<file path="src/rtl/bhg_pkg.sv">
package bhg_pkg;

  typedef enum logic [2:0] {
    ST_IDLE    = 3'd0,
    ST_DRAIN   = 3'd1,
    ST_GRANT   = 3'd2,
    ST_TURN    = 3'd3,
    ST_RECLAIM = 3'd4
  } bhg_state_e;

  function automatic int max2(input int a, input int b);
    return (a > b) ? a : b;
  endfunction

endpackage

</file>
<file path="src/rtl/bhg_sync.sv">
module bhg_sync #(
  parameter int STAGES    = 2,
  parameter bit RESET_VAL = 1'b1
) (
  input  logic clk,
  input  logic rst_n,
  input  logic async_in,
  output logic sync_out
);

  logic [STAGES-1:0] chain_q;

  for (genvar gi = 0; gi < STAGES; gi++) begin : g_stage
    logic stage_d;
    if (gi == 0) begin : g_first
      assign stage_d = async_in;
    end else begin : g_next
      assign stage_d = chain_q[gi-1];
    end

    always_ff @(posedge clk or negedge rst_n) begin
      if (!rst_n) begin
        chain_q[gi] <= RESET_VAL;
      end else begin
        chain_q[gi] <= stage_d;
      end
    end
  end

  assign sync_out = chain_q[STAGES-1];

  initial begin
    assert_min_stages_R1 : assert (STAGES >= 2)
      else $error("R1: synchronizer needs at least two stages");
  end

endmodule

</file>
<file path="src/rtl/bhg_timer.sv">
module bhg_timer #(
  parameter int TURN_CYC    = 1,
  parameter int RECLAIM_CYC = 2
) (
  input  logic clk,
  input  logic rst_n,
  input  logic load_turn,
  input  logic load_reclaim,
  output logic done
);

  localparam int MAXC = bhg_pkg::max2(TURN_CYC, RECLAIM_CYC);
  localparam int CW   = (MAXC > 1) ? $clog2(MAXC) : 1;
  localparam logic [CW-1:0] TURN_LD    = CW'(TURN_CYC - 1);
  localparam logic [CW-1:0] RECLAIM_LD = CW'(RECLAIM_CYC - 1);
  localparam logic [CW-1:0] CNT_MAX    = CW'(MAXC - 1);

  logic [CW-1:0] cnt_q, cnt_d;
  logic          cnt_en;

  always_comb begin
    cnt_en = 1'b0;
    cnt_d  = cnt_q;
    if (load_turn) begin
      cnt_en = 1'b1;
      cnt_d  = TURN_LD;
    end else if (load_reclaim) begin
      cnt_en = 1'b1;
      cnt_d  = RECLAIM_LD;
    end else if (cnt_q != '0) begin
      cnt_en = 1'b1;
      cnt_d  = cnt_q - CW'(1);
    end
  end

  always_ff @(posedge clk or negedge rst_n) begin
    if (!rst_n) begin
      cnt_q <= '0;
    end else if (cnt_en) begin
      cnt_q <= cnt_d;
    end
  end

  assign done = (cnt_q == '0);

  assert_cnt_bound_R7 : assert property (@(posedge clk) disable iff (!rst_n)
    cnt_q <= CNT_MAX)
    else $error("R7: window counter out of range");

  assert_load_exclusive_R6 : assert property (@(posedge clk) disable iff (!rst_n)
    !(load_turn && load_reclaim))
    else $error("R6: turnaround and reclaim loaded together");

  initial begin
    assert_min_cycles_R7 : assert (TURN_CYC >= 1 && RECLAIM_CYC >= 1)
      else $error("R7: window lengths must be at least one cycle");
  end

endmodule

</file>
<file path="src/rtl/bhg_fsm.sv">
module bhg_fsm
  import bhg_pkg::*;
(
  input  logic clk,
  input  logic rst_n,
  input  logic req_on,
  input  logic acc_busy,
  input  logic acc_pending,
  input  logic tmr_done,
  output logic load_turn,
  output logic load_reclaim,
  output logic bus_oe,
  output logic hold_ack_n,
  output logic req_stall
);

  bhg_state_e state_q, state_d;
  logic       oe_d, ack_n_d, stall_d;
  logic       oe_q, ack_n_q, stall_q;
  logic       bus_quiet;

  assign bus_quiet = !acc_busy && !acc_pending;

  always_comb begin
    state_d = state_q;
    unique case (state_q)
      ST_IDLE:    if (req_on) state_d = ST_DRAIN;
      ST_DRAIN: begin
        if (!req_on)        state_d = ST_IDLE;
        else if (bus_quiet) state_d = ST_GRANT;
      end
      ST_GRANT:   if (!req_on)  state_d = ST_TURN;
      ST_TURN:    if (tmr_done) state_d = ST_RECLAIM;
      ST_RECLAIM: if (tmr_done) state_d = ST_IDLE;
      default:                  state_d = ST_IDLE;
    endcase
  end

  assign load_turn    = (state_q == ST_GRANT) && (state_d == ST_TURN);
  assign load_reclaim = (state_q == ST_TURN)  && (state_d == ST_RECLAIM);

  always_comb begin
    oe_d    = 1'b1;
    ack_n_d = 1'b1;
    stall_d = 1'b1;
    unique case (state_d)
      ST_IDLE:    stall_d = 1'b0;
      ST_DRAIN:   ;
      ST_GRANT: begin
        oe_d    = 1'b0;
        ack_n_d = 1'b0;
      end
      ST_TURN:    oe_d = 1'b0;
      ST_RECLAIM: ;
      default:    stall_d = 1'b0;
    endcase
  end

  always_ff @(posedge clk or negedge rst_n) begin
    if (!rst_n) begin
      state_q <= ST_IDLE;
      oe_q    <= 1'b1;
      ack_n_q <= 1'b1;
      stall_q <= 1'b0;
    end else begin
      state_q <= state_d;
      oe_q    <= oe_d;
      ack_n_q <= ack_n_d;
      stall_q <= stall_d;
    end
  end

  assign bus_oe     = oe_q;
  assign hold_ack_n = ack_n_q;
  assign req_stall  = stall_q;

  assert_grant_on_quiet_bus_R3 : assert property (@(posedge clk) disable iff (!rst_n)
    $fell(ack_n_q) |-> $past(!acc_busy && !acc_pending))
    else $error("R3: grant given while an access was busy or queued");

  assert_float_with_ack_R4 : assert property (@(posedge clk) disable iff (!rst_n)
    !ack_n_q |-> !oe_q)
    else $error("R4: pads driven during grant");

  assert_ack_release_R6 : assert property (@(posedge clk) disable iff (!rst_n)
    $rose(ack_n_q) |-> $past(!req_on))
    else $error("R6: acknowledge released while request still active");

  assert_reenable_stalled_R7 : assert property (@(posedge clk) disable iff (!rst_n)
    $rose(oe_q) |-> stall_q)
    else $error("R7: pads re-enabled without stall held");

  assert_stall_drop_driven_R7 : assert property (@(posedge clk) disable iff (!rst_n)
    $fell(stall_q) |-> ($past(oe_q) && oe_q))
    else $error("R7: stall released before pads were driven");

  assert_stall_when_floating_R9 : assert property (@(posedge clk) disable iff (!rst_n)
    !oe_q |-> stall_q)
    else $error("R9: request port open while pads float");

endmodule

</file>
<file path="src/rtl/bus_hold_ctrl.sv">
module bus_hold_ctrl #(
  parameter int SYNC_STAGES = 2,
  parameter int TURN_CYC    = 1,
  parameter int RECLAIM_CYC = 2
) (
  input  logic clk,
  input  logic rst_n,
  input  logic hold_req_n,
  input  logic acc_busy,
  input  logic acc_pending,
  output logic bus_oe,
  output logic hold_ack_n,
  output logic req_stall
);

  logic req_sync_n;
  logic req_on;
  logic tmr_done;
  logic load_turn;
  logic load_reclaim;

  bhg_sync #(
    .STAGES   (SYNC_STAGES),
    .RESET_VAL(1'b1)
  ) u_sync (
    .clk     (clk),
    .rst_n   (rst_n),
    .async_in(hold_req_n),
    .sync_out(req_sync_n)
  );

  assign req_on = !req_sync_n;

  bhg_timer #(
    .TURN_CYC   (TURN_CYC),
    .RECLAIM_CYC(RECLAIM_CYC)
  ) u_timer (
    .clk         (clk),
    .rst_n       (rst_n),
    .load_turn   (load_turn),
    .load_reclaim(load_reclaim),
    .done        (tmr_done)
  );

  bhg_fsm u_fsm (
    .clk         (clk),
    .rst_n       (rst_n),
    .req_on      (req_on),
    .acc_busy    (acc_busy),
    .acc_pending (acc_pending),
    .tmr_done    (tmr_done),
    .load_turn   (load_turn),
    .load_reclaim(load_reclaim),
    .bus_oe      (bus_oe),
    .hold_ack_n  (hold_ack_n),
    .req_stall   (req_stall)
  );

endmodule

</file>
<file path="config.mk">
export PLATFORM = sky130hd
export DESIGN_NAME = bus_hold_ctrl
export DESIGN_NICKNAME = d
export VERILOG_FILES = /design/src/rtl/bhg_pkg.sv /design/src/rtl/bhg_sync.sv /design/src/rtl/bhg_timer.sv /design/src/rtl/bhg_fsm.sv /design/src/rtl/bus_hold_ctrl.sv
export SDC_FILE = /design/constraint.sdc
export NUM_CORES = 1
export LEC_CHECK = 0
export ABC_AREA = 0
export BUFFER_PORTS_ARGS = -buffer_cell sky130_fd_sc_hd__buf_2
export CAP_MARGIN = 10
export CORE_AREA = 3 3 40 42
export DETAILED_ROUTE_END_ITERATION = 10
export DIE_AREA = 0 0 43 45
export SETUP_SLACK_MARGIN = 0.2
export SYNTH_ARGS = -nofsm -noshare
export SYNTH_HDL_FRONTEND = slang
export SYNTH_SLANG_ARGS = --single-unit
</file>
<file path="constraint.sdc">
create_clock -name clk -period 1.35 [get_ports clk]
set_input_delay 0.2025 -clock clk [delete_from_list [all_inputs] [get_ports clk]]
set_output_delay 0.2025 -clock clk [all_outputs]
set_load 0.02 [all_outputs]
</file>
Word-level counts from Yosys, hierarchy flattened
Cells that the tools add are included.
W data, S select, Z words.
Word-level totals
  output and inout bits: 3
  word-level logic and storage cells: 40
  register bits after elaboration: 9
  input port bits: 5
Operators by class
  add/sub/neg operators: 1
  equality and inequality tests: 8
  multiplexer cells: 16
  reduce and logical (&&, ||, !) cells: 8
Operators with widths (number)
  $mux W3: 6
  $pmux W3 S5: 1
  $eq A3 B2 Y1 const B: 4
  $mux W1: 9
  $eq A3 B1 Y1 const B: 2
  $eq A3 B3 Y1 const B: 2
  $reduce_or A4 Y1: 1
  $logic_and A1 B1 Y1: 3
  $logic_not A3 Y1: 1
  $logic_not A1 Y1: 2
  $reduce_or A2 Y1: 1
  $sub A1 B1 Y1 const B: 1

Longest topological paths before layout
Gate-level depths: netlist (run 1).
  depth in word-level cells: 9
  mapped depth: 2
  mapped depth without buffers: 2

Modules after synthesis
A second synthesis (run 1) with hierarchy kept.
Unflattened totals
  cells, all modules: 30
  area total of the unflattened synthesis: 376.6 um2
By module, submodules not included
  bhg_fsm: cells an instance 24, times used 1, area an instance 277.8 um2
  bhg_sync: cells an instance 2, times used 1, area an instance 52.6 um2
  bhg_timer: cells an instance 3, times used 1, area an instance 42.5 um2
  bus_hold_ctrl: cells an instance 1, times used 1, area an instance 3.8 um2

Least setup slack after synthesis (run 1)
No wires, ideal clock.
  path type: flip-flop to flip-flop
  start point: register u_fsm.state_q[2]
  end point: register u_fsm.state_q[0]
  arrival time: 906 ps
  period minus slack after synthesis: 986 ps
  path slack: 364 ps
  library setup time: 80 ps
  path buffers: 0
  cell stages (with the launch flop): 3
  cells stage by stage: dfrtp_1 -> or3_1 -> o22ai_2
On the way
  cells in the longest elaborated chain, start to end: 2
  elaborated cells on any way between the ends: 6
  those cells by class: eq/ne (4); mux (1); reduce/logical (1)
RTL lines
  from (decl): line bhg_fsm.sv:17  | bhg_state_e state_q, state_d;
  from (signal assigned): line bhg_fsm.sv:66  | state_q <= state_d;
  $eq A3 B3 Y1 (tied with other cells): line bhg_fsm.sv:26  | unique case (state_q)
  $pmux W3 S5 *: line bhg_fsm.sv:26
  via u_fsm.state_d[0]: line bhg_fsm.sv:17
The timed path passes the listed nets; every way through them passes the cells marked *.
A chain may end at the register's enable or synchronous reset.

Worst setup path after layout (run 1)
  start point: register u_fsm.oe_q, in the netlist u_fsm.bus_oe
  end point: output bus_oe
RTL lines
  from (decl): line bhg_fsm.sv:19  | logic oe_q, ack_n_q, stall_q;
  from (signal assigned): line bhg_fsm.sv:62  | oe_q <= 1'b1;
  from (signal assigned): line bhg_fsm.sv:67  | oe_q <= oe_d;
  to (decl): line bus_hold_ctrl.sv:11  | output logic bus_oe,
No word-level cell between the ends.

==> impl_results.md, run 1 <==
* Status: finished clean
* Power Total at 658 uW
* Vias at about 240
* Root buffer cell: clkbuf_4
* Clock Tree Buf Depth at 2
* Final setup fails at 0
* Routed Antenna Nets at 0
* GR Overflow Total at 0
* Area contributors post-synth: dfrtp_1, dfstp_2, nor3b_4
* Cells along the critical path: buf_2
* Register area share after synthesis at 63.4%
* CP Capture Type: output pin
* TritonCTS clock tree: yes
* Commonest non-fill, non-tap cell in the layout: buf_2
* Yosys reg bits at 9
* Unique cell type count in the Yosys netlist at 18
* Mapped Cells at 26
* Max Clk Rate at around 900 MHz
* Mapped Nets at 31
* DRC at 0
* Floorplan row count at 13
* Reg clk slew, reported paths at 0.06 ns
* Adder-cell share of the synthesized area at 0%
* Slew margin rel. at between 70% and 80%
* Top-count cell post-synth: dfrtp_1
* Dominant synthesized flop cell: dfrtp_1
* Antenna cells at 0
* WP data arrival at about 0.9 ns
* Commonest non-fill, non-tap cells in the layout: buf_2, dfrtp_1, dfstp_2
* Inserted Clock Buffers at 3
* RD Place Congestion at slightly above 0.7
* IO buf count at 7
* Post-synthesis mux area share at between 2 and 3%
* Setup CP Type: reg -> out
* Post-layout minimum cycle time at ~1.1 ns
* Die Ht at around 45 um
* Total Routing Usage GR at under 10%
* Die area at a little under 2000 um^2
* Hold Worst Slack at roughly 0.045 ns
* Slew Viols, Final at 0
* Avg Inst Size Synth at 14.0 um^2
* Max Cap Violations at 0
* CP Max Fanout at 1
* Buf/Inv on CP at 1
* Share of the synthesized area in the top cell type at between 30 and 40%
* Cell family with most CP delay: flip-flops
* Simple-gate portion of the synthesized area at 20.0%
* Initial Util at 28.2%
* Final Util at a little over a third
* Leak at about 0.19 nW
* Final net count at 44
* CTS Sinks at 9
* CP peak stage delay at slightly above 0.5 ns
* Worst-Margin Slew at approximately 0.34 ns
* Leading area contributor after synthesis: dfrtp_1
* Crit start category: register
* Final Hold Vio Count at 0
* Compound-Gate Fraction of Synth Area at 12.8%
* Mapped Area at approximately 360 um^2
* Final period util at between 80% and 90%
* Share of cells above drive strength 1 at 42.1%
* Slowest CP cell: dfstp_2
* Vias in the first global route at ~260
* FILL cells at roughly 130
* Die Width at roughly 43 um
* Total routed wirelength at slightly above 600 um
* Num ports at 8
* Vias per cell at 4.51
* Post-synth EDFFs at 0
* Drt first pass iters at 4
* Max VDD drop at ~0.00044 V
* Xor/xnor share of the synthesized area at 0%
* Synth-to-layout area growth at 24.8%
* Synthesis Warnings at 0
* Largest net degree at the start of global routing at 10
* Final HPWL DP at 433 um
* Worst EP required at roughly 1.2 ns
* Tightest Hold Check Type: in -> reg
* Clk Latency, worst-skew pair at 0.25 ns
* Initial antenna violation count at 0
* H-tree depth at 1
* Async SR Flop Fraction at 100%
* Largest family of logic cells by synthesized area: simple AND/OR/NAND/NOR gates
* Pwr/cell area at roughly 1500 nW/um^2
* Core ar. at around 1300 um^2
* Top cells by count, synth: dfrtp_1, dfstp_2, nand2b_1
* RSZ-0062 raised after global routing: false
* DRC violation total after the first TritonRoute iteration at 10
* Setup tns final at 0 ns
* Wirelength per Cell at between 10 and 15 um
* First-pass GRT wire length at roughly 1000 um
* Clock skew at 0.00291 ns
==> per-layer routing <==
| metal | vias up | wire [um] | track usage (%) |
|---|---|---|---|
| met5 | - | 0 | 0 |
| met4 | 0 | 0 | 7.23 |
| met3 | 0 | 49 | 2.39 |
| met2 | 8 | 296 | 12.0 |
| met1 | 111 | 262 | 7.98 |
| li1 | 120 | - | - |
==> power breakdown <==
part,switching (mW),internal (mW),leakage [nW]
combinational,0.0615,0.0559,0.0663
clock,0.0883,0.114,0.0150
sequential,0.0291,0.309,0.107
==> sequential cells by signal, indices dropped and copies added (netlist names) <==
register,flops
u_fsm.bus_oe,1
u_fsm.hold_ack_n,1
u_fsm.req_stall,1
u_fsm.state_q,3
u_sync.g_stage.stage_d,1
u_sync.sync_out,1
u_timer.cnt_q,1
==> logic make-up (layout without fill, tap and decap cells) <==
kind of cell           Yosys count  in the layout
DFF                              9              9
and+or+nand+nor                  9              9
AOI/OAI and AO/OA                6              6
muxes                            1              1
buffers and inverters            1             13
==> layout make-up <==
type	instances	area, um^2	area share (%)
Clock buffer	4	26.3	5.80
Inverter	1	3.75	0.829
Multi-Input combinational cell	16	129	28.5
Sequential cell	9	230	50.8
Tap cell	15	18.8	4.14
Timing Repair Buffer	8	45.0	9.94
==> what timing repair did <==
action                    in CTS  in global routing
hold buffers                   1                  0
buffers inserted               0                  0
hold endpoints to repair       5                  0
resized for setup              0                  0
==> stage by stage <==
| step | setup WS [ns] | cells | area (um^2) |
|---|---|---|---|
| finish | 0.236 | 53 | 453 |
| global route | 0.210 | 53 | 453 |
| CTS | 0.219 | 53 | 453 |
| detailed placement | 0.319 | 48 | 417 |
| global placement | 0.349 | 48 | 417 |
| floorplan | 0.364 | 26 | 363 |
==> worst paths after layout <==
path                                                startpoint                             endpoint  slack [ns]  cells after the start
max in group asynchronous                                rst_n  u_sync.g_stage[1].stage_d$_DFF_PN1_        0.79                      2
min                                                 hold_req_n  u_sync.g_stage[1].stage_d$_DFF_PN1_        0.04                      1
max reg2reg                         u_fsm.state_q[2]$_DFF_PN0_           u_fsm.state_q[0]$_DFF_PN0_        0.30                      2
max                                     u_fsm.bus_oe$_DFF_PN1_                               bus_oe        0.24                      1
min reg2reg                u_sync.g_stage[1].stage_d$_DFF_PN1_            u_sync.sync_out$_DFF_PN1_        0.36                      0
min in group asynchronous                                rst_n           u_fsm.state_q[0]$_DFF_PN0_        0.32                      2
No activity file was read; power rests on OpenSTA's default activity.
==> inputs of run 2 (changes only) <==
- clock period: 1.35 -> 1 ns (I/O delays scaled with it)
==> impl_results.md, run 2 (synthesized netlist as in run 1, its figures left out) <==
* Status: complete, but fails checks
* Failing checks: negative setup slack
* Max FFs per register at 3
* Final Hold Vio Count at 0
* Leak at 0.227 nW
* Power Total at just over 1 mW
* Slowest CP cell: dfstp_2
* RSZ-0062 raised after global routing: true
* Final period util at 104%
* Drt first pass iters at 2
* Setup CP Type: reg -> out
* Clock Tree Buf Depth at 2
* Post-route insts no fill at 58
* Grt met1 use at about 9.2%
* Num ports at 8
* Vias per cell at 4.76
* Final Util at a little over two fifths
* Die area at just under 2000 um^2
* Dpl ws at -0.000525 ns
* Vias in the first global route at between 200 and 300
* Die Ht at around 45 um
* DRC violation total after the first TritonRoute iteration at 9
* Cells along the critical path: buf_6
* Routed Antenna Nets at 0
* Dpl cells at slightly below 50
* Initial Util at 28.2%
* Clock skew at slightly below 0.004 ns
* Final setup margin at -0.0420 ns
* Commonest non-fill, non-tap cells in the layout: buf_6, buf_2, dfstp_2
* Antenna cells at 0
* Core ar. at 1280 um^2
* Root buffer cell: clkbuf_4
* DRC at 0
* Total Routing Usage GR at just under 9%
* CP peak stage delay at about 0.52 ns
* GR Overflow Total at 0
* Floorplan row count at 13
* Final HPWL DP at between 400 and 500 um
* Worst r2r src: u_fsm.state_q[1]$_DFF_PN0_
* Slew Viols, Final at 0
* FILL cells at 119
* CTS Sinks at 9
* IO buf count at 7
* Worst-Margin Slew at 0.240 ns
* GR met3 Demand/Resource at between 3 and 4%
* WP data arrival at between 0.8 and 0.9 ns
* H-tree depth at 1
* Buf/Inv on CP at 1
* CP Capture Type: output pin
* Cell family with most CP delay: flip-flops
* Clk Latency, worst-skew pair at around 0.26 ns
* Synth-to-layout area growth at 55.5%
* Final net count at 49
* Crit start category: register
* Max VDD drop at ~0.00064 V
* Worst EP required at approximately 0.85 ns
* Post-layout minimum cycle time at ~1.0 ns
* RD Place Congestion at ~0.73
* Initial antenna violation count at 0
* Vias at about 280
* Grt met2 use at between 10% and 20%
* Share of cells above drive strength 1 at approximately two thirds
* Inserted Clock Buffers at 3
* Worst hold start: acc_busy
* Max Clk Rate at 960 MHz
* Pwr/cell area at 1820 nW/um^2
* Tightest Hold Check Type: in -> reg
* Busiest grt layer: met2
* Reg clk slew, reported paths at around 0.06 ns
* Largest net degree at the start of global routing at 10
* Hold Worst Slack at ~0.22 ns
* CP Launch Point: u_fsm.hold_ack_n$_DFF_PN1_
* TritonCTS clock tree: yes
* Commonest non-fill, non-tap cell in the layout: buf_6
* Max Cap Violations at 0
* Total routed wirelength at approximately 730 um
* Die Width at between 40 and 50 um
* First-pass GRT wire length at ~1200 um
* Final setup fails at 3
* Slew margin rel. at 84.0%
* Wirelength per Cell at 12.6 um
* CP Max Fanout at 1
* Biggest register: u_fsm.state_q
[run 2: per-stage QoR]
step / cell area (um^2) / setup TNS [ns]
after floorplan: 363 / 0
after global placement: 424 / -0.00212
after detailed placement: 424 / -0.000525
after CTS: 552 / -0.101
after global routing: 564 / -0.224
final: 564 / -0.0932
[run 2: final cells by class]
cell class / count / area [um^2] / area share (%)
clock buffer: 4 / 26.3 / 4.66
inverter: 1 / 3.75 / 0.665
multi-input combinational: 16 / 166 / 29.5
sequential: 9 / 234 / 41.5
tap: 15 / 18.8 / 3.33
timing repair buffer: 13 / 115 / 20.4
[run 2: worst paths after layout]
check | endpoint | slack [ns] | depth (start not counted)
worst min register to register | u_sync.sync_out$_DFF_PN1_ | 0.35 | 0
worst max-delay path | hold_ack_n | -0.04 | 1
min in group asynchronous | u_timer.cnt_q$_DFFE_PN0P_ | 0.27 | 2
worst max register to register | u_fsm.state_q[0]$_DFF_PN0_ | -0.02 | 2
worst min-delay path | u_fsm.state_q[0]$_DFF_PN0_ | 0.22 | 3
max in group asynchronous | u_fsm.bus_oe$_DFF_PN1_ | 0.48 | 2
[run 2: what timing repair did]
item	CTS	global route
setup buffers	2	1
resized for setup	17	1
hold buffers	2	0
endpoints found under the hold margin	10	0
setup endpoints to repair	10	10
pin swaps	4	0
[run 2: tightest hold or removal path: cells and delay by family]
| kind | cells | cell delay (ns) |
|---|---|---|
| AOI/OAI and AO/OA | 1 | 0.14 |
| buffers and inverters | 1 | 0.10 |
| and+or+nand+nor | 1 | 0.05 |
[run 2: power by group]
group          switching, mW  internal, mW
combinational          0.110         0.168
sequential            0.0515         0.422
clock                  0.125         0.154
[run 2: per-layer routing]
metal  vias to the layer above  share of wire [%]
met5                         -                  0
met4                         0                2.9
met3                         5                6.6
met2                         9                 52
met1                       130                 39
li1                        132                  -
